==> src/rtl/pwr_supervisor_pkg.sv <==
package pwr_supervisor_pkg;
    typedef enum logic [1:0] {
        SEQ_HOLD   = 2'd0,
        SEQ_SETTLE = 2'd1,
        SEQ_RUN    = 2'd2
    } seq_state_e;

    localparam int CTL_IE_BIT   = 5;
    localparam int CTL_FLAG_BIT = 4;
    localparam logic [15:0] PF_VECTOR = 16'h0033;
endpackage

==> src/rtl/pwr_sync.sv <==
module pwr_sync #(
    parameter int STAGES = 2,
    parameter int WIDTH  = 2,
    parameter logic [WIDTH-1:0] RST_VAL = '1
) (
    input  logic             clk,
    input  logic             rst_n,
    input  logic [WIDTH-1:0] async_i,
    output logic [WIDTH-1:0] sync_o
);
    logic [WIDTH-1:0] stage_d [STAGES];
    logic [WIDTH-1:0] stage_q [STAGES];

    always_comb begin
        stage_d[0] = async_i;
        for (int i = 1; i < STAGES; i++) begin
            stage_d[i] = stage_q[i-1];
        end
    end

    generate
        for (genvar g = 0; g < STAGES; g++) begin : g_stage
            always_ff @(posedge clk or negedge rst_n) begin
                if (!rst_n) stage_q[g] <= RST_VAL;
                else        stage_q[g] <= stage_d[g];
            end
        end
    endgenerate

    assign sync_o = stage_q[STAGES-1];
endmodule

==> src/rtl/pwr_settle_seq.sv <==
module pwr_settle_seq
    import pwr_supervisor_pkg::*;
#(
    parameter int SETTLE_CLKS = 65536
) (
    input  logic clk,
    input  logic rst_n,
    input  logic vlow_i,
    output logic sys_rst_o,
    output logic osc_en_o
);
    localparam int CNT_W = (SETTLE_CLKS > 1) ? $clog2(SETTLE_CLKS) : 1;
    localparam logic [CNT_W-1:0] CNT_LAST = CNT_W'(SETTLE_CLKS - 1);

    typedef struct packed {
        seq_state_e       state;
        logic [CNT_W-1:0] cnt;
    } seq_regs_t;

    seq_regs_t r_d, r_q;

    always_comb begin
        r_d = r_q;
        if (vlow_i) begin
            r_d.state = SEQ_HOLD;
            r_d.cnt   = '0;
        end else begin
            unique case (r_q.state)
                SEQ_HOLD: begin
                    r_d.state = SEQ_SETTLE;
                    r_d.cnt   = '0;
                end
                SEQ_SETTLE: begin
                    if (r_q.cnt == CNT_LAST) r_d.state = SEQ_RUN;
                    else                     r_d.cnt   = r_q.cnt + 1'b1;
                end
                default: r_d.state = SEQ_RUN;
            endcase
        end
    end

    always_ff @(posedge clk or negedge rst_n) begin
        if (!rst_n) r_q <= '{state: SEQ_HOLD, cnt: '0};
        else        r_q <= r_d;
    end

    assign sys_rst_o = (r_q.state != SEQ_RUN);
    assign osc_en_o  = (r_q.state != SEQ_HOLD);


    osc_off_in_reset_chk: assert property (@(posedge clk) disable iff (!rst_n)
        !osc_en_o |-> sys_rst_o);

    reassert_chk: assert property (@(posedge clk) disable iff (!rst_n)
        vlow_i |=> (sys_rst_o && !osc_en_o));

    release_after_osc_chk: assert property (@(posedge clk) disable iff (!rst_n)
        $fell(sys_rst_o) |-> $past(osc_en_o));
endmodule

==> src/rtl/pwr_fail_flag.sv <==
module pwr_fail_flag (
    input  logic clk,
    input  logic rst_n,
    input  logic warn_i,
    input  logic bgs_i,
    input  logic wr_en_i,
    input  logic wr_ie_i,
    input  logic wr_flag_i,
    output logic flag_o,
    output logic ie_o,
    output logic wake_o
);
    typedef struct packed {
        logic prev;
        logic flag;
        logic ie;
        logic wake;
    } pf_regs_t;

    pf_regs_t r_d, r_q;
    logic event_w;
    logic clear_w;

    always_comb begin
        event_w = warn_i && !r_q.prev;
        clear_w = wr_en_i && !wr_flag_i;
        r_d      = r_q;
        r_d.prev = warn_i;
        if (wr_en_i) r_d.ie = wr_ie_i;
        r_d.flag = event_w || (r_q.flag && !clear_w);
        r_d.wake = event_w && r_q.ie && bgs_i;
    end

    always_ff @(posedge clk or negedge rst_n) begin
        if (!rst_n) r_q <= '{prev: 1'b1, flag: 1'b0, ie: 1'b0, wake: 1'b0};
        else        r_q <= r_d;
    end

    assign flag_o = r_q.flag;
    assign ie_o   = r_q.ie;
    assign wake_o = r_q.wake;


    flag_sticky_chk: assert property (@(posedge clk) disable iff (!rst_n)
        (flag_o && !(wr_en_i && !wr_flag_i)) |=> flag_o);

    set_wins_chk: assert property (@(posedge clk) disable iff (!rst_n)
        (warn_i && !r_q.prev) |=> flag_o);

    wake_pulse_chk: assert property (@(posedge clk) disable iff (!rst_n)
        wake_o |=> !wake_o);
endmodule

==> src/rtl/pwr_supervisor.sv <==
module pwr_supervisor
    import pwr_supervisor_pkg::*;
#(
    parameter int SETTLE_CLKS = 65536,
    parameter int SYNC_STAGES = 2
) (
    input  logic        clk,
    input  logic        rst_n,
    input  logic        vlow_rst_i,
    input  logic        vlow_warn_i,
    input  logic        bgs_i,
    input  logic        ctl_we_i,
    input  logic [7:0]  ctl_wdata_i,
    output logic [7:0]  ctl_rdata_o,
    output logic        sys_rst_o,
    output logic        osc_en_o,
    output logic        pf_irq_o,
    output logic        wake_o,
    output logic [15:0] pf_vector_o
);
    logic [1:0] cmp_sync;
    logic       flag_w;
    logic       ie_w;
    logic       unused_wdata;

    assign unused_wdata = ^{ctl_wdata_i[7:6], ctl_wdata_i[3:0]};

    pwr_sync #(.STAGES(SYNC_STAGES), .WIDTH(2), .RST_VAL(2'b11)) sync_i (
        .clk     (clk),
        .rst_n   (rst_n),
        .async_i ({vlow_warn_i, vlow_rst_i}),
        .sync_o  (cmp_sync)
    );

    pwr_settle_seq #(.SETTLE_CLKS(SETTLE_CLKS)) seq_i (
        .clk       (clk),
        .rst_n     (rst_n),
        .vlow_i    (cmp_sync[0]),
        .sys_rst_o (sys_rst_o),
        .osc_en_o  (osc_en_o)
    );

    pwr_fail_flag flag_i (
        .clk       (clk),
        .rst_n     (rst_n),
        .warn_i    (cmp_sync[1]),
        .bgs_i     (bgs_i),
        .wr_en_i   (ctl_we_i),
        .wr_ie_i   (ctl_wdata_i[CTL_IE_BIT]),
        .wr_flag_i (ctl_wdata_i[CTL_FLAG_BIT]),
        .flag_o    (flag_w),
        .ie_o      (ie_w),
        .wake_o    (wake_o)
    );

    always_comb begin
        ctl_rdata_o               = '0;
        ctl_rdata_o[CTL_IE_BIT]   = ie_w;
        ctl_rdata_o[CTL_FLAG_BIT] = flag_w;
    end

    assign pf_irq_o    = flag_w && ie_w;
    assign pf_vector_o = PF_VECTOR;


    irq_needs_enable_chk: assert property (@(posedge clk) disable iff (!rst_n)
        pf_irq_o |-> (ctl_rdata_o[CTL_IE_BIT] && ctl_rdata_o[CTL_FLAG_BIT]));

    wake_needs_flag_chk: assert property (@(posedge clk) disable iff (!rst_n)
        wake_o |-> pf_irq_o);
endmodule

==> config.mk <==
export PLATFORM = sky130hd
export DESIGN_NAME = pwr_supervisor
export DESIGN_NICKNAME = d
export VERILOG_FILES = /design/src/rtl/pwr_supervisor_pkg.sv /design/src/rtl/pwr_sync.sv /design/src/rtl/pwr_settle_seq.sv /design/src/rtl/pwr_fail_flag.sv /design/src/rtl/pwr_supervisor.sv
export SDC_FILE = /design/constraint.sdc
export NUM_CORES = 1
export LEC_CHECK = 0
export ABC_AREA = 0
export BUFFER_PORTS_ARGS = -buffer_cell sky130_fd_sc_hd__buf_4
export CAP_MARGIN = 40
export CORE_MARGIN = 4
export CORE_UTILIZATION = 25
export DETAILED_ROUTE_END_ITERATION = 8
export GPL_TIMING_DRIVEN = 0
export HOLD_SLACK_MARGIN = 0.03
export SLEW_MARGIN = 40
export SYNTH_ARGS = -nofsm -noshare
export SYNTH_HDL_FRONTEND = slang
export SYNTH_HIERARCHICAL = 1
export SYNTH_SLANG_ARGS = --single-unit
==> constraint.sdc <==
create_clock -name clk -period 5.65 [get_ports clk]
set_input_delay 0.8475 -clock clk [delete_from_list [all_inputs] [get_ports clk]]
set_output_delay 0.8475 -clock clk [all_outputs]
set_load 0.01 [all_outputs]
**Word-level counts from Yosys, hierarchy flattened**

Cells that the tools add are included.

- Add/sub/neg operators: 1
- Equality and inequality tests: 5
- Muxes and demuxes: 5
- Reductions and logical operators: 14

Operators with widths:

| kind | number |
|---|---|
| one-hot mux 16 bit (2 select lines) | 1 |
| two-way mux 18 bit | 1 |
| adder 16 x 1 -> 16 bit, second input constant | 1 |
| == test 16 bit, second input constant | 1 |
| two-way mux 16 bit | 1 |
| logical AND 1 bit | 6 |
| one-hot mux 2 bit (2 select lines) | 1 |
| zero test 1 bit | 3 |
| inequality test 3 x 2 -> 1 bit, second input constant | 1 |
| inequality test 3 bit, second input constant | 1 |
| nonzero test 3 bit | 1 |
| == test 2 x 1 -> 1 bit, second input constant | 1 |
| zero test 2 bit | 1 |
| two-way mux 2 bit | 1 |
| inequality test 2 bit, second input constant | 1 |
| AND reduction 2 bit | 1 |
| nonzero test 2 bit | 1 |
| logical OR 1 bit | 1 |

- Bits in registers: 26
- Input port bits: 14
- Word-level logic and storage cells: 33

**Longest topological paths before layout**

Gate-level depths: netlist (run 1).

- Depth in word-level cells: 5
- Mapped depth: 5
- Gate-level depth less buffers: 5

**By module**

The synthesis (run 1) kept the hierarchy.

Modules (own cells, without submodules):

| module | instances | cells each | area an instance (um^2) |
|---|---|---|---|
| pwr_settle_seq | 1 | 122 | 1,126.1 |
| pwr_supervisor | 1 | 27 | 193.9 |
| pwr_fail_flag | 1 | 9 | 143.9 |
| pwr_sync | 1 | 4 | 105.1 |

**Worst setup path after synthesis (run 1)**

Ideal clock, no wire load.

- Path kind: reg2reg
- Start: register seq_i/r_q[0] in the netlist's numbering
- End: register seq_i/r_q[3] in the netlist's numbering
- Setup time: 0.082 ns
- Arrival time: 1.749 ns
- Required time: 5.568 ns
- Path slack: 3.819 ns
- Stages on the path, launching flop included: 6
- Path buffers: 0
- Cell sequence: dfrtp_1 -> ha_1 -> nand4_1 -> nor4_4 -> or4b_2 -> a31oi_1

- Word-level cells in the longest chain between the ends: 4
- Elaborated cells on any way between the ends: 7
- Those cells by class: add/sub: 1; eq/ne: 2; mux: 3; reduce/logical: 1

Ends and longest elaborated chain:

| element | RTL line | source |
|---|---|---|
| from (decl) | pwr_settle_seq.sv:20 | `seq_regs_t r_d, r_q;` |
| from (signal assigned) | pwr_settle_seq.sv:43 | `if (!rst_n) r_q <= '{state: SEQ_HOLD, cnt: '0};` |
| from (signal assigned) | pwr_settle_seq.sv:44 | `else r_q <= r_d;` |
| adder 16 x 1 -> 16 bit | pwr_settle_seq.sv:35 | `else r_d.cnt = r_q.cnt + 1'b1;` |
| two-way mux 16 bit | pwr_settle_seq.sv:34 | `if (r_q.cnt == CNT_LAST) r_d.state = SEQ_RUN;` |
| one-hot mux 16 bit (2 select lines) | pwr_settle_seq.sv:28 | `unique case (r_q.state)` |
| two-way mux 18 bit | pwr_settle_seq.sv:24 | `if (vlow_i) begin` |

Several ways; a longest one is shown, not always the timed one. The select of a mux whose other input is x is not followed.
A chain may end at the register's enable or synchronous reset.

**Final worst setup path (run 1)**

- Start: register seq_i/r_q[0] in the netlist's numbering
- End: register seq_i/r_q[5] in the netlist's numbering

The elaborated chain is that of the path after synthesis.

==> metrics, run 1 <==
status completed; largest net degree at the start of global routing 27; final slew viol count 0; startpoint type of the worst setup path register; synthesized instance count between 150 and 200; Buffers on Ports 13; floorplan row count 28; Post-synth EDFFs 0; Synth warnings 6; final WL between 3 and 4 mm; cts bufs inserted 3; Max VDD drop 0.0891 mV; fillcell total a little over 600; final cell count without fillers around 270; XOR/XNOR share of the synthesized area 0%; H-tree levels 1; most frequent cells in the layout buf_4, conb_1, dfrtp_1, nand2_1, nor2_1; post-synthesis mux area share about 3.5%; Crit. End Element register; Residual DRC 0; most common cell after layout, fill and taps aside buf_4; adder-cell area share of the yosys netlist less than 1%; via/cell ratio between 4 and 5; HP Start sync_i/stage_d[0]; Synth Flop Type dfrtp_1; LEAKAGE about 0.85 nW; Detail Placement HPWL approximately 2.3 mm; PostCTS Resize Cnt 0; Final Util a little under a third; first-pass GRT wire length roughly 5.3 mm; Compound-Gate Fraction of Synth Area 13.7%; hold endpoint sync_i/sync_o[0]; max capacitance violation total 0; Post-Place Cells 270; Post-CTS Setup Bufs 0; Simple-Gate Fraction of Synth Area 26.0%; clock slew seen by the registers of the worst setup and hold paths ~90 ps; # hold bufs at CTS 0; Root Buffer clkbuf_8; Period Utilization, post-route 37.1%; Crit path required time around 5800 ps; DIE WIDTH 87.2 µm; I/O pin count 42; RSZ-0062 raised after global routing false; Starting Density about a quarter; synth unique cells 45; DR vias 1191; ys async rst share 100%; Layout Skew 2.64 ps; Clock Sinks 26; Critical R2R Launch seq_i/r_q[0]; die height between 80 and 90 µm; Tot GR Track Use 8.78%; DRT Pass-1 Iters 4; clk buf depth 2; Final Cell Area ~1900 µm²; initial antenna violation count 0; Hold Path Class reg -> reg; maximum clock frequency between 0.4 and 0.5 GHz; layout cell share with drive strength beyond 1 a little under a third; Core Area 5990 µm²; CP arrival 2270 ps; Setup TNS 0 ps; Congestion Overflow GR 0; Area growth syn-to-layout 21.5%; R2R Setup Slk ~3600 ps; Iter 0 DRT Violations 57; Final Hold Viols 0; sequential area share after synthesis 41.9%; reg-to-reg critical path endpoint seq_i/r_q[5]; n_diodes 0; CP Class reg -> reg; FF+latch count, synth 26; Clock Latency Late Sink about 270 ps; CTS tree yes; Avg WL per Cell 11.5 µm; Placement Setup Slack about 3600 ps; number of global-route vias before repair 1150; minimum clock period about 2100 ps; dominant combinational cell family by area after synthesis simple AND/OR/NAND/NOR gates; reg2reg path depth 5; pwr dens about 210 nW/µm²; post-route ant nets 0; synthesized area between 1500 and 2000 µm²; placed instance area roughly 1800 µm²; crit-path max FO 9; post-route setup slack around 3600 ps; Avg Cell Area, Syn 9.69 µm²; hold depth 0; Final Setup Violations 0; nets@finish ~220; die area ~7600 µm²; RePlAce Congestion between 0.8 and 0.9
[state kept, by name (all words and copies together) (netlist names)]
signal,flops
flag_i/flag_o,1
sync_i/stage_d,2
sync_i/sync_o,2
flag_i/ie_o,1
seq_i/r_q,18
flag_i/r_q,1
flag_i/wake_o,1
[per-layer routing]
layer | GRT usage (%) | vias up | part of all wire, %
met2 | 13.7 | 29 | 47
met3 | 1.99 | 2 | 5.5
li1 | - | 619 | -
met5 | 0 | - | 0
met1 | 11.8 | 541 | 46
met4 | 3.35 | 0 | 1.1
[synthesized netlist by cell type, drive strengths merged, types with 2 or more instances]
library cell / n / area share [%]
buf: 28 / 13
and3: 2 / 0.80
dfstp: 5 / 8.4
a211oi: 3 / 1.4
o21ai: 9 / 2.9
and2: 2 / 0.80
o211ai: 2 / 1.3
nor4: 5 / 3.0
nand4b: 2 / 1.1
nand2: 13 / 3.1
o311ai: 3 / 1.7
mux2i: 4 / 2.6
nand3: 3 / 1.6
nor2b: 3 / 1.2
nand2b: 5 / 2.0
nor3: 6 / 1.9
nand4: 4 / 3.0
dfrtp: 21 / 33
a21oi: 4 / 1.3
nor2: 9 / 2.2
or4: 2 / 0.96
and4: 3 / 1.8
a31oi: 6 / 2.4
conb: 2 / 0.48
inv: 3 / 0.72
or2: 3 / 1.2
[stage by stage]
| stage | hold slack (ps) | total power, mW |
|---|---|---|
| after floorplan | 345 | 0.229 |
| after global placement | 346 | 0.245 |
| after detailed placement | 348 | 0.245 |
| after CTS | 362 | 0.399 |
| after global routing | 363 | 0.415 |
| final | 359 | 0.394 |
[logic make-up (layout without fill, tap and decap cells)]
kind of cell               Yosys count  after routing
and+or+nand+nor                     65             65
AOI/OAI and AO/OA                   32             32
buffers and inverters               31             48
DFF                                 26             26
muxes                                5              5
other                                2             22
adders and majority gates            1              1
[critical path: stages (launching register included)]
cell and delay [ps]:
dfrtp_1 430, ha_1 260, nand4_1 420, nor4_4 500, o31ai_1 120, a211oi_1 270
[final cells by class]
| class | count | area [µm²] | area share [%] |
|---|---|---|---|
| clock inverters | 1 | 30.0 | 1.57 |
| well taps | 75 | 93.8 | 4.92 |
| repair buffers | 13 | 97.6 | 5.12 |
| plain buffers | 28 | 203 | 10.6 |
| multi-input cells | 125 | 773 | 40.6 |
| inverters | 3 | 11.3 | 0.591 |
| clock buffers | 3 | 41.3 | 2.17 |
| flip-flops and latches | 26 | 657 | 34.4 |
[power breakdown]
| part | switching (mW) | internal [mW] |
|---|---|---|
| Sequential | 0.00351 | 0.192 |
| Clock | 0.0578 | 0.0947 |
| Combinational | 0.0217 | 0.0238 |
[worst max path at each step]
stage	from	endpoint	cells past startpoint
after CTS	seq_i/r_q[17]	osc_en_o	2
final	seq_i/r_q[0]	seq_i/r_q[5]	5
after detailed placement	seq_i/r_q[0]	seq_i/r_q[5]	5
after floorplan	seq_i/r_q[0]	seq_i/r_q[3]	5
after global routing	seq_i/r_q[1]	seq_i/r_q[5]	5
after global placement	seq_i/r_q[0]	seq_i/r_q[5]	5
Power figures use the tool's default switching activity.
==> run 2: changes to the inputs <==
- clock period: 5.65 -> 2.11 ns (I/O delays scaled with it)
==> metrics, run 2 (synthesis results as in run 1) <==
status completed; CP arrival 2240 ps (-30 ps); floorplan row count 28 (unchanged); most common cell after layout, fill and taps aside buf_4; most frequent cells in the layout buf_4, conb_1, dfrtp_1, nand2_1, nor2_1; clk buf depth 2 (unchanged); Crit. End Element register; switching share of power 21.4% (+0.33 points); number of global-route vias before repair 1159 (+0.78%); placed instance area 1840 µm² (unchanged); n_diodes 0 (unchanged); RePlAce Congestion 0.801 (unchanged); Final Util 32.7% (+0.84 points); Net Switching 0.227 mW (+170%); Critical R2R Launch seq_i/r_q[0]; via/cell ratio 4.39 (+1.1%); reg2reg path depth 6 (+1); HP Start vlow_warn_i; die height 87.2 µm (unchanged); hold depth 1 (+1); largest net degree at the start of global routing 27 (unchanged); post-route ant nets 0 (unchanged); Residual DRC 0 (unchanged); max capacitance violation total 0 (unchanged); Layout Skew 5.08 ps (+2.44 ps); Max VDD drop 0.246 mV (+180%); sequential share of power 49.4% (-0.3 points); hold endpoint sync_i/stage_d[1]; die area 7610 µm² (unchanged); CP Class reg -> reg; R2R Setup Slk 70 ps (-3480 ps); initial antenna violation count 0 (unchanged); Core Area 5990 µm² (unchanged); Final Hold Viols 0 (unchanged); Area growth syn-to-layout 24.7%; combinational cell fraction of total power 11.7% (about the same); maximum clock frequency 0.490 GHz (+2.7%); Crit path required time 2310 ps (-3510 ps); startpoint type of the worst setup path register; I/O pin count 42 (unchanged); clock slew seen by the registers of the worst setup and hold paths 90 ps (about the same); Congestion Overflow GR 0 (unchanged); Hold Slack 147 ps (-213 ps); Avg WL per Cell 11.8 µm (+2.7%); DRT Pass-1 Iters 4 (unchanged); reg-to-reg critical path endpoint seq_i/r_q[3]; pwr dens 542 nW/µm² (+160%); CTS tree yes; minimum clock period 2040 ps (-55.7 ps); layout cell share with drive strength beyond 1 32.7% (+2.0 points); Tot GR Track Use 8.84% (+0.059 points); Period Utilization, post-route 96.7% (+60 points); Largest register FFs 18 (unchanged); Clock Sinks 26 (unchanged); first-pass GRT wire length 5.37 mm (+0.79%); final slew viol count 0 (unchanged); cts bufs inserted 3 (unchanged); Iter 0 DRT Violations 79 (+39%); H-tree levels 1 (unchanged); Int Pwr 0.833 mW (+170%); crit-path max FO 5 (-4); Final Setup Violations 0 (unchanged); LEAKAGE 0.871 nW (+2.9%); Reg with most FFs seq_i/r_q; DR vias 1230 (+3.3%); nets@finish 221 (+2.8%); final WL 3.30 mm (+4.9%); Starting Density 26.2% (unchanged); Root Buffer clkbuf_8; Buffers on Ports 13 (unchanged); DIE WIDTH 87.2 µm (unchanged); Clk pwr share 38.9% (about the same); Detail Placement HPWL 2.30 mm (unchanged); Clock Latency Late Sink 270 ps (about the same); Hold Path Class in -> reg; Final Cell Area 1960 µm² (+2.6%)
run 2: cell types whose count changed in the layout (fill, tap and decap cells not counted), sizes merged:
cell,before,now
dlygate4sd3,0,1
buf,41,46
run 2: power by group through the flow:
stage / combinational (mW) / sequential (mW) / clock [mW]
finish: 0.124 / 0.524 / 0.412
global route: 0.138 / 0.526 / 0.449
CTS: 0.124 / 0.524 / 0.422
detailed placement: 0.122 / 0.534 / 0
global placement: 0.122 / 0.533 / 0
floorplan: 0.0831 / 0.531 / 0
run 2: worst max path at each step:
stage	slack, ps	start	cells after the start	end
final	70	seq_i/r_q[0]	6	seq_i/r_q[3]
after global routing	-2	seq_i/r_q[0]	6	seq_i/r_q[3]
after CTS	30	seq_i/r_q[0]	5	seq_i/r_q[5]
after detailed placement	70	seq_i/r_q[0]	5	seq_i/r_q[5]
after global placement	60	seq_i/r_q[0]	5	seq_i/r_q[5]
after floorplan	280	seq_i/r_q[0]	5	seq_i/r_q[3]
run 2: timing repair:
item / in CTS / in global routing
hold endpoints to repair: 21 / 0
hold buffers: 1 / 0
setup endpoints to repair: 0 / 6
resized for setup: 0 / 1
buffers inserted: 0 / 5
run 2: layer usage:
layer,part of all wire (%),global-route usage [%]
met1,49,11.9
met2,46,13.8
met3,3.6,1.99
met4,1.7,3.35
met5,0,0
run 2: through the flow:
step,total power [mW],setup TNS [ps],std cells,setup WS (ps)
2_1_floorplan,0.614,0,182,279
3_3_place_gp,0.655,0,270,64.1
3_5_place_dp,0.656,0,270,73.8
4_1_cts,1.07,0,275,27.0
5_1_grt,1.11,-2.06,280,-2.06
6_report,1.06,0,280,70.5
run 2: area by class of cell:
| cell class | count | area, µm² |
|---|---|---|
| fillers | 618 | 4030 |
| multi-input cells | 125 | 776 |
| flip-flops and latches | 26 | 657 |
| plain buffers | 28 | 203 |
| repair buffers | 19 | 145 |
| well taps | 75 | 93.8 |
| clock buffers | 3 | 41.3 |
| clock inverters | 1 | 30.0 |
| inverters | 3 | 11.3 |
run 2: worst max-delay path, stage by stage, from the launching register on:
cell	delay [ps]
dfrtp_1	440
ha_2	240
nand4_1	250
nor4_4	120
buf_4	150
or4b_2	600
a31oi_1	180
==> run 3: changes to the inputs <==
- REMOVE_ABC_BUFFERS: default -> 1
==> metrics, run 3 (synthesis results as in run 1) <==
status completed; most frequent cells in the layout conb_1, dfrtp_1, buf_4, nand2_1, nor2_1; Layout Skew 1.65 ps (-3.43 ps); initial antenna violation count 0 (unchanged); post-route ant nets 0 (unchanged); nets@finish 194 (-12%); clock slew seen by the registers of the worst setup and hold paths 80 ps (about the same); CP arrival 2190 ps (-50 ps); cts bufs inserted 3 (unchanged); Residual DRC 0 (unchanged); Reg with most FFs seq_i/r_q; CP Class reg -> reg; Avg WL per Cell 12.5 µm (+6.4%); Detail Placement HPWL 2.18 mm (-5.1%); CTS tree yes; Clock Latency Late Sink 260 ps (about the same); n_diodes 0 (unchanged); crit-path max FO 7 (+2); Starting Density 26.2% (unchanged); final slew viol count 0 (unchanged); layout cell share with drive strength beyond 1 21.3% (-11 points); Tot GR Track Use 8.72% (-0.12 points); Largest register FFs 18 (unchanged); CP max stage cell or4b_2; Hold Path Class in -> reg; Final Cell Area 1730 µm² (-11%); critical path's largest stage delay 600 ps (about the same); pwr dens 514 nW/µm² (-5.2%); Relative slew margins a little under two thirds; HP Start vlow_rst_i; hold depth 1 (unchanged); most common cell after layout, fill and taps aside conb_1; Slew @ Worst Pin 540 ps; PostCTS Resize Cnt 0 (unchanged); startpoint type of the worst setup path register; crit-path cells ha_1 -> nand4_1 -> nor4_4 -> buf_4 -> or4b_2 -> a31oi_1; Setup TNS 0 ps (unchanged); I/O pin count 42 (unchanged); number of global-route vias before repair 1116 (-3.7%); Critical R2R Launch seq_i/r_q[0]; Root Buffer clkbuf_8; Final Hold Viols 0 (unchanged); Area growth syn-to-layout 10.4%; Crit. End Element register; LEAKAGE 0.720 nW (-17%); die area 7610 µm² (unchanged); placed instance area 1630 µm² (-11%); maximum clock frequency 0.501 GHz (+2.2%); Crit path required time 2300 ps (about the same); Core Area 5990 µm² (unchanged); max capacitance violation total 0 (unchanged); reg-to-reg critical path endpoint seq_i/r_q[3]; Buffers on Ports 13 (unchanged); largest net degree at the start of global routing 27 (unchanged); floorplan row count 28 (unchanged); RSZ-0062 raised after global routing false; DIE WIDTH 87.2 µm (unchanged); RePlAce Congestion 0.795 (-0.79%); die height 87.2 µm (unchanged); Congestion Overflow GR 0 (unchanged); Period Utilization, post-route 94.6% (-2.1 points); Iter 0 DRT Violations 59 (-25%); R2R Setup Slk 110 ps (+40 ps); H-tree levels 1 (unchanged); via/cell ratio 4.72 (+7.5%); Max VDD drop 0.365 mV (+48%); clk buf depth 2 (unchanged); final WL 3.17 mm (-3.8%); DRT Pass-1 Iters 4 (unchanged); reg2reg path depth 6 (unchanged); Final Setup Violations 0 (unchanged); Clock Sinks 26 (unchanged); first-pass GRT wire length 5.29 mm (-1.5%); minimum clock period 2000 ps (-44.1 ps); DR vias 1195 (-2.8%); hold endpoint sync_i/stage_d[0]
==> run 3: cell types whose count changed in the layout (fill, tap and decap cells not counted) <==
cell       change
buf_4         -24
ha_2           -1
ha_1           +1
bufinv_16      -1
buf_2          -3
clkbuf_1       +1
==> run 3: layout make-up <==
| class | instances | area [µm²] |
|---|---|---|
| Clock buffer | 4 | 45.0 |
| Fill cell | 617 | 4260 |
| Inverter | 3 | 11.3 |
| Multi-Input combinational cell | 125 | 773 |
| Sequential cell | 26 | 657 |
| Tap cell | 75 | 93.8 |
| Timing Repair Buffer | 20 | 153 |
==> run 3: repair_timing <==
| action | 4_1_cts | 5_1_grt |
|---|---|---|
| setup buffers | 0 | 6 |
| hold buffers | 1 | 0 |
| endpoints found under the hold margin | 21 | 0 |
| setup endpoints to repair | 0 | 4 |
==> run 3: through the flow <==
step	worst slack (ps)	hold slack [ps]	power [mW]	std cells	util, %
final	115	152	0.890	253	28.9
after global routing	8.40	128	0.941	253	28.9
after CTS	96.9	139	0.908	247	28.2
after detailed placement	119	248	0.618	242	27.3
after global placement	96.6	250	0.617	242	27.3
after floorplan	279	20.9	0.576	154	-
==> run 3: how the worst max path moves through the flow <==
stage	from	endpoint	slack, ps
floorplan	seq_i/r_q[0]	seq_i/r_q[3]	280
global placement	seq_i/r_q[0]	seq_i/r_q[5]	100
detailed placement	seq_i/r_q[0]	seq_i/r_q[5]	120
CTS	seq_i/r_q[0]	seq_i/r_q[5]	100
global route	seq_i/r_q[0]	seq_i/r_q[10]	8
finish	seq_i/r_q[0]	seq_i/r_q[3]	110
==> run 3: power breakdown <==
| group | internal [mW] | total, mW | switching, mW | leakage (nW) |
|---|---|---|---|---|
| combinational | 0.0327 | 0.0795 | 0.0468 | 0.360 |
| clock | 0.135 | 0.281 | 0.146 | 0.0228 |
| sequential | 0.514 | 0.530 | 0.0156 | 0.337 |
| total | 0.682 | 0.890 | 0.208 | 0.720 |
==> run 3: worst max-delay path: cells and delay by family (launching register included) <==
| family | cells | cell delay [ps] |
|---|---|---|
| buffers and inverters | 1 | 170 |
| AOI/OAI and AO/OA | 1 | 170 |
| DFF | 1 | 440 |
| and+or+nand+nor | 3 | 870 |
| adders and majority gates | 1 | 270 |
==> run 3: per-layer routing <==
layer,vias up,routed length (µm),global-route usage (%)
met3,2,220,1.99
met2,37,1460,14.2
li1,585,-,-
met1,571,1450,11.4
met5,-,0,0
met4,0,40,2.93
